### src/rtl/tmrwd_pkg.sv
// Package: shared types and constants for the timer/watchdog/prescaler unit.
// Assumes an 8-bit control register and a 3-bit ratio field.
package tmrwd_pkg;

    localparam int RATIO_W = 3;
    // Prescaler wide enough for the largest divisor 2^(2^RATIO_W).
    localparam int PS_W    = 2 ** RATIO_W;

    typedef enum logic [1:0] {
        REG_TMR  = 2'd0,
        REG_CTRL = 2'd1,
        REG_FLAG = 2'd2,
        REG_NONE = 2'd3
    } reg_addr_e;

    typedef struct packed {
        logic [2:0]         spare;
        logic               wd_en;
        logic               route_wd;
        logic [RATIO_W-1:0] ratio;
    } ctrl_t;

endpackage

### src/rtl/tmrwd_prescaler.sv
// Module: programmable power-of-two prescaler.
// Counts src_tick and emits one pulse per divisor's worth of ticks.
// Divisor is 2^ratio when serving the watchdog, 2^(ratio+1) for the timer.
// Assumes clr has priority over counting; wraps with a >= test so a
// lowered ratio takes effect on the next tick.
module tmrwd_prescaler
    import tmrwd_pkg::*;
(
    input  logic               clk,
    input  logic               rst_n,
    input  logic               src_tick,
    input  logic [RATIO_W-1:0] ratio,
    input  logic               route_wd,
    input  logic               clr,
    output logic               pulse,
    output logic [PS_W-1:0]    count
);

    logic [RATIO_W:0] shamt;
    logic [PS_W:0]    divisor;
    logic [PS_W:0]    div_m1;
    logic [PS_W-1:0]  terminal;

    // Derive the terminal count from ratio and route.
    always_comb begin
        shamt    = {1'b0, ratio} + {{RATIO_W{1'b0}}, ~route_wd};
        divisor  = (PS_W+1)'(1) << shamt;
        div_m1   = divisor - (PS_W+1)'(1);
        terminal = div_m1[PS_W-1:0];
        pulse    = src_tick && (count >= terminal);
    end

    // Count source ticks, wrap at terminal, clear on request.
    always_ff @(posedge clk) begin
        if (!rst_n) begin
            count <= '0;
        end else if (clr) begin
            count <= '0;
        end else if (src_tick) begin
            count <= pulse ? '0 : count + PS_W'(1);
        end
    end

endmodule

### src/rtl/tmrwd_timer.sv
// Module: free-running timer/counter with sticky overflow flag.
// Assumes load beats increment; an overflow beats a software clear;
// the flag can never be set by software.
module tmrwd_timer #(
    parameter int TMR_W = 8
) (
    input  logic             clk,
    input  logic             rst_n,
    input  logic             inc,
    input  logic             load,
    input  logic [TMR_W-1:0] load_val,
    input  logic             flag_clr,
    output logic [TMR_W-1:0] count,
    output logic             flag
);

    logic wrap;

    // Detect rollover from all-ones on an accepted increment.
    always_comb wrap = inc && !load && (count == {TMR_W{1'b1}});

    // Load or advance the count.
    always_ff @(posedge clk) begin
        if (!rst_n) begin
            count <= '0;
        end else if (load) begin
            count <= load_val;
        end else if (inc) begin
            count <= count + TMR_W'(1);
        end
    end

    // Maintain the sticky overflow flag.
    always_ff @(posedge clk) begin
        if (!rst_n) begin
            flag <= 1'b0;
        end else if (wrap) begin
            flag <= 1'b1;
        end else if (flag_clr) begin
            flag <= 1'b0;
        end
    end

endmodule

### src/rtl/tmrwd_watchdog.sv
// Module: watchdog counter with one-cycle reset request.
// Expires on the WD_BASE-th advance while enabled, then restarts.
// Assumes disable or clear holds the count at zero.
module tmrwd_watchdog #(
    parameter int WD_BASE = 18,
    parameter int WD_W    = 5
) (
    input  logic            clk,
    input  logic            rst_n,
    input  logic            en,
    input  logic            adv,
    input  logic            clr,
    output logic [WD_W-1:0] count,
    output logic            rst_req
);

    localparam logic [WD_W-1:0] LAST = WD_W'(WD_BASE - 1);

    logic expire;

    // Terminal advance while enabled and not being cleared.
    always_comb expire = en && !clr && adv && (count == LAST);

    // Advance, clear or hold the watchdog count.
    always_ff @(posedge clk) begin
        if (!rst_n || !en || clr) begin
            count <= '0;
        end else if (adv) begin
            count <= expire ? '0 : count + WD_W'(1);
        end
    end

    // Register the one-cycle reset request.
    always_ff @(posedge clk) begin
        if (!rst_n) begin
            rst_req <= 1'b0;
        end else begin
            rst_req <= expire;
        end
    end

endmodule

### src/rtl/tmrwd_top.sv
// Module: timer + watchdog sharing one prescaler, with register port.
// Control bits: [2:0] ratio, [3] route to watchdog, [4] watchdog enable.
// Assumes TMR_W >= 8 so the control register fits the data bus, and
// tick inputs are single-cycle enables on the always-on clock.
module tmrwd_top
    import tmrwd_pkg::*;
#(
    parameter int TMR_W   = 8,
    parameter int WD_BASE = 18
) (
    input  logic             clk,
    input  logic             rst_n,
    input  logic             insn_tick,
    input  logic             wd_tick,
    input  logic             sleep_in,
    input  logic             wd_clr,
    input  logic             wr_en,
    input  logic [1:0]       wr_addr,
    input  logic [TMR_W-1:0] wr_data,
    input  logic [1:0]       rd_addr,
    output logic [TMR_W-1:0] rd_data,
    output logic             ovf_flag,
    output logic             wd_rst_req
);

    localparam int WD_W = (WD_BASE > 1) ? $clog2(WD_BASE) : 1;

    ctrl_t            ctrl_q;
    logic             tmr_load, flag_clr, ctrl_wr;
    logic             ps_src, ps_clr, ps_pulse;
    logic             tmr_inc, wd_adv, wd_clear;
    logic [PS_W-1:0]  ps_q;
    logic [TMR_W-1:0] tmr_q;
    logic [WD_W-1:0]  wd_cnt;

    // Decode writes and route ticks between timer and watchdog.
    always_comb begin
        tmr_load = wr_en && (wr_addr == REG_TMR);
        ctrl_wr  = wr_en && (wr_addr == REG_CTRL);
        flag_clr = wr_en && (wr_addr == REG_FLAG) && !wr_data[0];
        wd_clear = wd_clr || (sleep_in && ctrl_q.wd_en);
        ps_src   = ctrl_q.route_wd ? wd_tick : insn_tick;
        ps_clr   = tmr_load || (ctrl_q.route_wd && wd_clear);
        tmr_inc  = ctrl_q.route_wd ? insn_tick : ps_pulse;
        wd_adv   = ctrl_q.route_wd ? ps_pulse : wd_tick;
    end

    // Hold the control register.
    always_ff @(posedge clk) begin
        if (!rst_n) begin
            ctrl_q <= '0;
        end else if (ctrl_wr) begin
            ctrl_q <= ctrl_t'(wr_data[7:0]);
        end
    end

    tmrwd_prescaler u_ps (
        .clk      (clk),
        .rst_n    (rst_n),
        .src_tick (ps_src),
        .ratio    (ctrl_q.ratio),
        .route_wd (ctrl_q.route_wd),
        .clr      (ps_clr),
        .pulse    (ps_pulse),
        .count    (ps_q)
    );

    tmrwd_timer #(.TMR_W(TMR_W)) u_tmr (
        .clk      (clk),
        .rst_n    (rst_n),
        .inc      (tmr_inc),
        .load     (tmr_load),
        .load_val (wr_data),
        .flag_clr (flag_clr),
        .count    (tmr_q),
        .flag     (ovf_flag)
    );

    tmrwd_watchdog #(.WD_BASE(WD_BASE), .WD_W(WD_W)) u_wd (
        .clk     (clk),
        .rst_n   (rst_n),
        .en      (ctrl_q.wd_en),
        .adv     (wd_adv),
        .clr     (wd_clear),
        .count   (wd_cnt),
        .rst_req (wd_rst_req)
    );

    // Select the register returned on the read port.
    always_comb begin
        unique case (rd_addr)
            REG_TMR:  rd_data = tmr_q;
            REG_CTRL: rd_data = TMR_W'(ctrl_q);
            REG_FLAG: rd_data = TMR_W'(ovf_flag);
            default:  rd_data = '0;
        endcase
    end

endmodule


### config.mk
export PLATFORM = sky130hd
export DESIGN_NAME = tmrwd_top
export DESIGN_NICKNAME = d
export VERILOG_FILES = /design/src/rtl/tmrwd_pkg.sv /design/src/rtl/tmrwd_prescaler.sv /design/src/rtl/tmrwd_timer.sv /design/src/rtl/tmrwd_watchdog.sv /design/src/rtl/tmrwd_top.sv
export SDC_FILE = /design/constraint.sdc
export NUM_CORES = 1
export LEC_CHECK = 0
export ABC_AREA = 0
export BUFFER_PORTS_ARGS = -buffer_cell sky130_fd_sc_hd__buf_2
export CELL_PAD_IN_SITES_DETAIL_PLACEMENT = 1
export CELL_PAD_IN_SITES_GLOBAL_PLACEMENT = 1
export CORE_MARGIN = 8
export CORE_UTILIZATION = 35
export DETAILED_ROUTE_END_ITERATION = 12
export GPL_TIMING_DRIVEN = 0
export PLACE_DENSITY = 0.66
export SETUP_SLACK_MARGIN = 0.02
export SYNTH_ARGS = -nofsm -noshare
export SYNTH_HDL_FRONTEND = slang
export SYNTH_SLANG_ARGS = --single-unit
export TNS_END_PERCENT = 10
### constraint.sdc
create_clock -name clk -period 3.7 [get_ports clk]
set_clock_uncertainty 0.1 [all_clocks]
set_input_delay 0.74 -clock clk [delete_from_list [all_inputs] [get_ports clk]]
set_output_delay 0.74 -clock clk [all_outputs]
set_load 0.05 [all_outputs]
==> impl_metrics.py <==
metrics = {
    "status": {
        "status": "completed",
    },
    "clocking": {
        "h-tree-depth": 2,
        "cts_buffer_depth": 2,
        "cts_num_sinks": 31,
        "path_clk_slew_ns": 0.07,
        "numCtsBuffers": 5,
        "holdBufCountCts": 0,
        "cts_tree": "yes",
        "clock_latency_ns": 0.28,
        "clock-root-buffer": "clkbuf_8",
    },
    "global_route": {
        "overflow": 0,
        "antenna_found_initial": 0,
        "first_global_vias": 2037,
        "grt_max_degree": 11,
        "grt_pass1_wl_um": 9780,
        "grt_usage_pct": 13.9,
    },
    "power_and_ir_drop": {
        "vdd_drop_max_v": 0.000206,
        "power_density_mw_per_mm2": 346,
        "clkPwrFrac_pct": 35.4,
        "pwr-share-comb_pct": 22.4,
        "p_sw_share_pct": 30.5,
        "p_total_mw": 0.850,
        "seqPwrFrac_pct": 42.2,
        "p_leak_nw": 0.990,
        "p_sw_mw": 0.259,
        "p_int_mw": 0.591,
    },
    "timing": {
        "slew_violations": 0,
        "finalCriticalPeriod_ns": 3.55,
        "setup_violations": 0,
        "relSlewSlack_pct": 49.5,
        "postLayoutSetupSlackWorst_ns": 0.150,
        "worst_slew_pin_slew_ns": 0.757,
        "finalHoldViolCount": 0,
        "clock.fmax_ghz": 0.282,
        "fin_crit_sh_pct": 96.0,
    },
    "routing": {
        "drt-total-wl_um": 5770,
        "vias": 1912,
        "drc": 0,
        "wl_met1_um": 2740,
        "drtIter0Drc": 57,
        "dr_wl_met3_um": 120,
        "viasPerCell": 5.40,
        "wl_per_cell_um": 16.3,
        "ant_nets": 0,
        "dr.max_layer_used": "met4",
        "dr.pass1.iters": 4,
        "met2_length_um": 2850,
    },
    "setup_path": {
        "r2r_start": "ctrl_q[3]",
        "cpMaxStageDelayCell": "or4_1",
        "path_max_fanout": 7,
        "endpoint_kind": "flip-flop",
        "crit_end": "u_tmr.count[7]",
        "r2r-end": "u_tmr.count[7]",
        "r2r_slack_ns": 0.15,
        "crit_start": "ctrl_q[3]",
        "cpPeakStageDelay_ns": 0.51,
        "critPathArrivalTime_ns": 3.66,
        "crit_required_ns": 3.81,
        "setup.worst_path.start_class": "flip-flop",
        "critPathKind": "flip-flop to flip-flop",
        "reg2regPathDepth": 16,
        "path_cells": "inv_2 > ha_2 > ha_4 > or2_2 > o21ai_4 > nand3_2 > ha_4 > inv_2 > o21ai_0 > o21a_1 > ha_1 > nand4_1 > a21oi_4 > a211oi_4 > or4_1 > a31oi_1",
    },
    "floorplan": {
        "die_x_um": 92.3,
        "coreArea_mm2": 0.00557,
        "start_util_pct": 36.5,
        "io_pins": 29,
        "die_area_mm2": 0.00852,
        "die_y_um": 92.3,
        "row_count": 27,
    },
    "logic_synthesis": {
        "ys_warn_count": 0,
        "yosysUniqueCellTypes": 42,
        "synthCells": 245,
        "syn_area_per_cell_um2": 8.31,
        "synth_area_mm2": 0.00204,
        "netlist.area_leader.share_pct": 30.5,
        "synth-seq-cells": 31,
        "synth_nets": 280,
        "synthTopCellsByArea": "dfxtp_1 (30%), ha_1 (9.8%), mux2i_1 (9.3%)",
        "yosysTopAreaCell": "dfxtp_1",
        "yosysSeqAreaShare_pct": 30.5,
    },
    "placed_design": {
        "gp_congestion": 0.724,
        "place_inst": 342,
        "hpwlAfterDp_um": 4170,
        "pre_cts_slack_ns": -0.534,
        "port_buffers": 25,
    },
    "final_layout": {
        "fin_nets": 316,
        "areaGrowthSynthToFinish_pct": 20.6,
        "diodes": 0,
        "post-route-util_pct": 44.1,
        "fillers": 695,
        "layoutNonFillerInstCount": 354,
        "final_layout_size_suffix_gt1_share_pct": 19.1,
    },
    "flow_run": {
        "drv_cap": 0,
    },
    "min_path": {
        "min_path_type": "flip-flop to flip-flop",
    },
}
-- synth_stat cells (all sizes together) --
cell type and n:
dfxtp 31, o21ai 24, nand2 21, mux2i 19, nor2 17, ha 16, a21oi 13, a31oi 9
nand4 9, or3 9, nor2b 8, clkbuf 7, inv 7, nand3 6, xor2 5, and3 4
nand2b 4, and2 3, buf 3, o21a 3, or4 3, a211oi 2, and4 2, nand3b 2
o211ai 2, o21bai 2, o31ai 2, xnor2 2, a2111o 1, a21boi 1, a221oi 1, mux2 1
nor3b 1, o211a 1, o22ai 1, or2 1, or3b 1, or4bb 1
-- routing by layer --
layer  GRT usage [%]  up-vias
li1                -      968
met1            17.7      919
met2            23.2       19
met3            2.82        6
met4            3.62        0
met5               0        -
-- layout by cell type (no fill, tap or decap), types with 4 or more instances in the layout --
master     n
clkbuf_8   7
dfxtp_1   30
buf_4      4
nand2_1   20
xor2_1     5
or3_1      8
clkbuf_1   8
a31oi_1    9
and3_1     4
buf_2     25
ha_1      13
nand4_1    9
inv_1      5
nand2b_1   4
o21ai_1   11
mux2i_1   19
nor2_1    17
o21ai_0   11
a21oi_1   12
nor2b_1    8
nand3_1    5
-- state kept, by name (all words and copies together), names as in the netlist --
register	count
ctrl_q	8
u_tmr.flag	1
u_wd.count	5
u_wd.rst_req	1
u_ps.count	8
u_tmr.count	8
-- worst max-delay path, delay by kind of cell, from the launching register on --
family	cells	cell delay, ns
and+or+nand+nor	4	1.07
DFF	1	0.37
AOI/OAI and AO/OA	6	0.94
adders and majority gates	4	0.85
buffers and inverters	2	0.13
-- what timing repair did --
action	CTS	global route
gates resized for setup	9	9
setup endpoints to repair	23	21
hold endpoints to repair	0	0
pin swaps	3	5
buffers inserted	2	2
-- power by group through the flow --
| stage | Sequential [mW] | Combinational, mW | Clock [mW] |
|---|---|---|---|
| finish | 0.359 | 0.190 | 0.301 |
| global route | 0.361 | 0.212 | 0.323 |
| CTS | 0.359 | 0.181 | 0.308 |
| detailed placement | 0.367 | 0.170 | 0 |
| global placement | 0.367 | 0.167 | 0 |
| floorplan | 0.362 | 0.126 | 0 |
-- how the worst min path moves through the flow --
stage	cells past startpoint	to	start
after global routing	2	u_tmr.flag	u_tmr.flag
after global placement	2	u_tmr.flag	u_tmr.flag
after detailed placement	2	u_tmr.flag	u_tmr.flag
final	2	u_tmr.flag	u_tmr.flag
after floorplan	2	u_wd.count[1]	u_wd.count[1]
after CTS	2	u_tmr.flag	u_tmr.flag
-- cell families after synthesis --
kind of cell	after synthesis	share of synthesized area, %
compound gates	62	19.1
xor+xnor	7	3.01
fa+ha+maj	16	9.83
buf+inv	17	3.50
flops	31	30.5
mux	20	9.89
simple gates	92	24.2
-- layout make-up --
class	instances	area, µm²	area share (%)
sequential	31	624	25.4
tap	72	90.1	3.67
inverter	7	26.3	1.07
buffer	10	45.0	1.83
timing repair buffer	29	155	6.32
clock buffer	8	100	4.08
multi-input combinational	197	1420	57.6
-- metrics by stage --
step / hold WS, ns / TNS, ns / area (µm²)
floorplan: 0.368 / 0 / 2040
global placement: 0.367 / -7.42 / 2250
detailed placement: 0.370 / -8.54 / 2250
CTS: 0.379 / 0 / 2400
global route: 0.410 / -0.0180 / 2460
finish: 0.373 / 0 / 2460
Note: power is estimated with default switching activity, not from simulation.
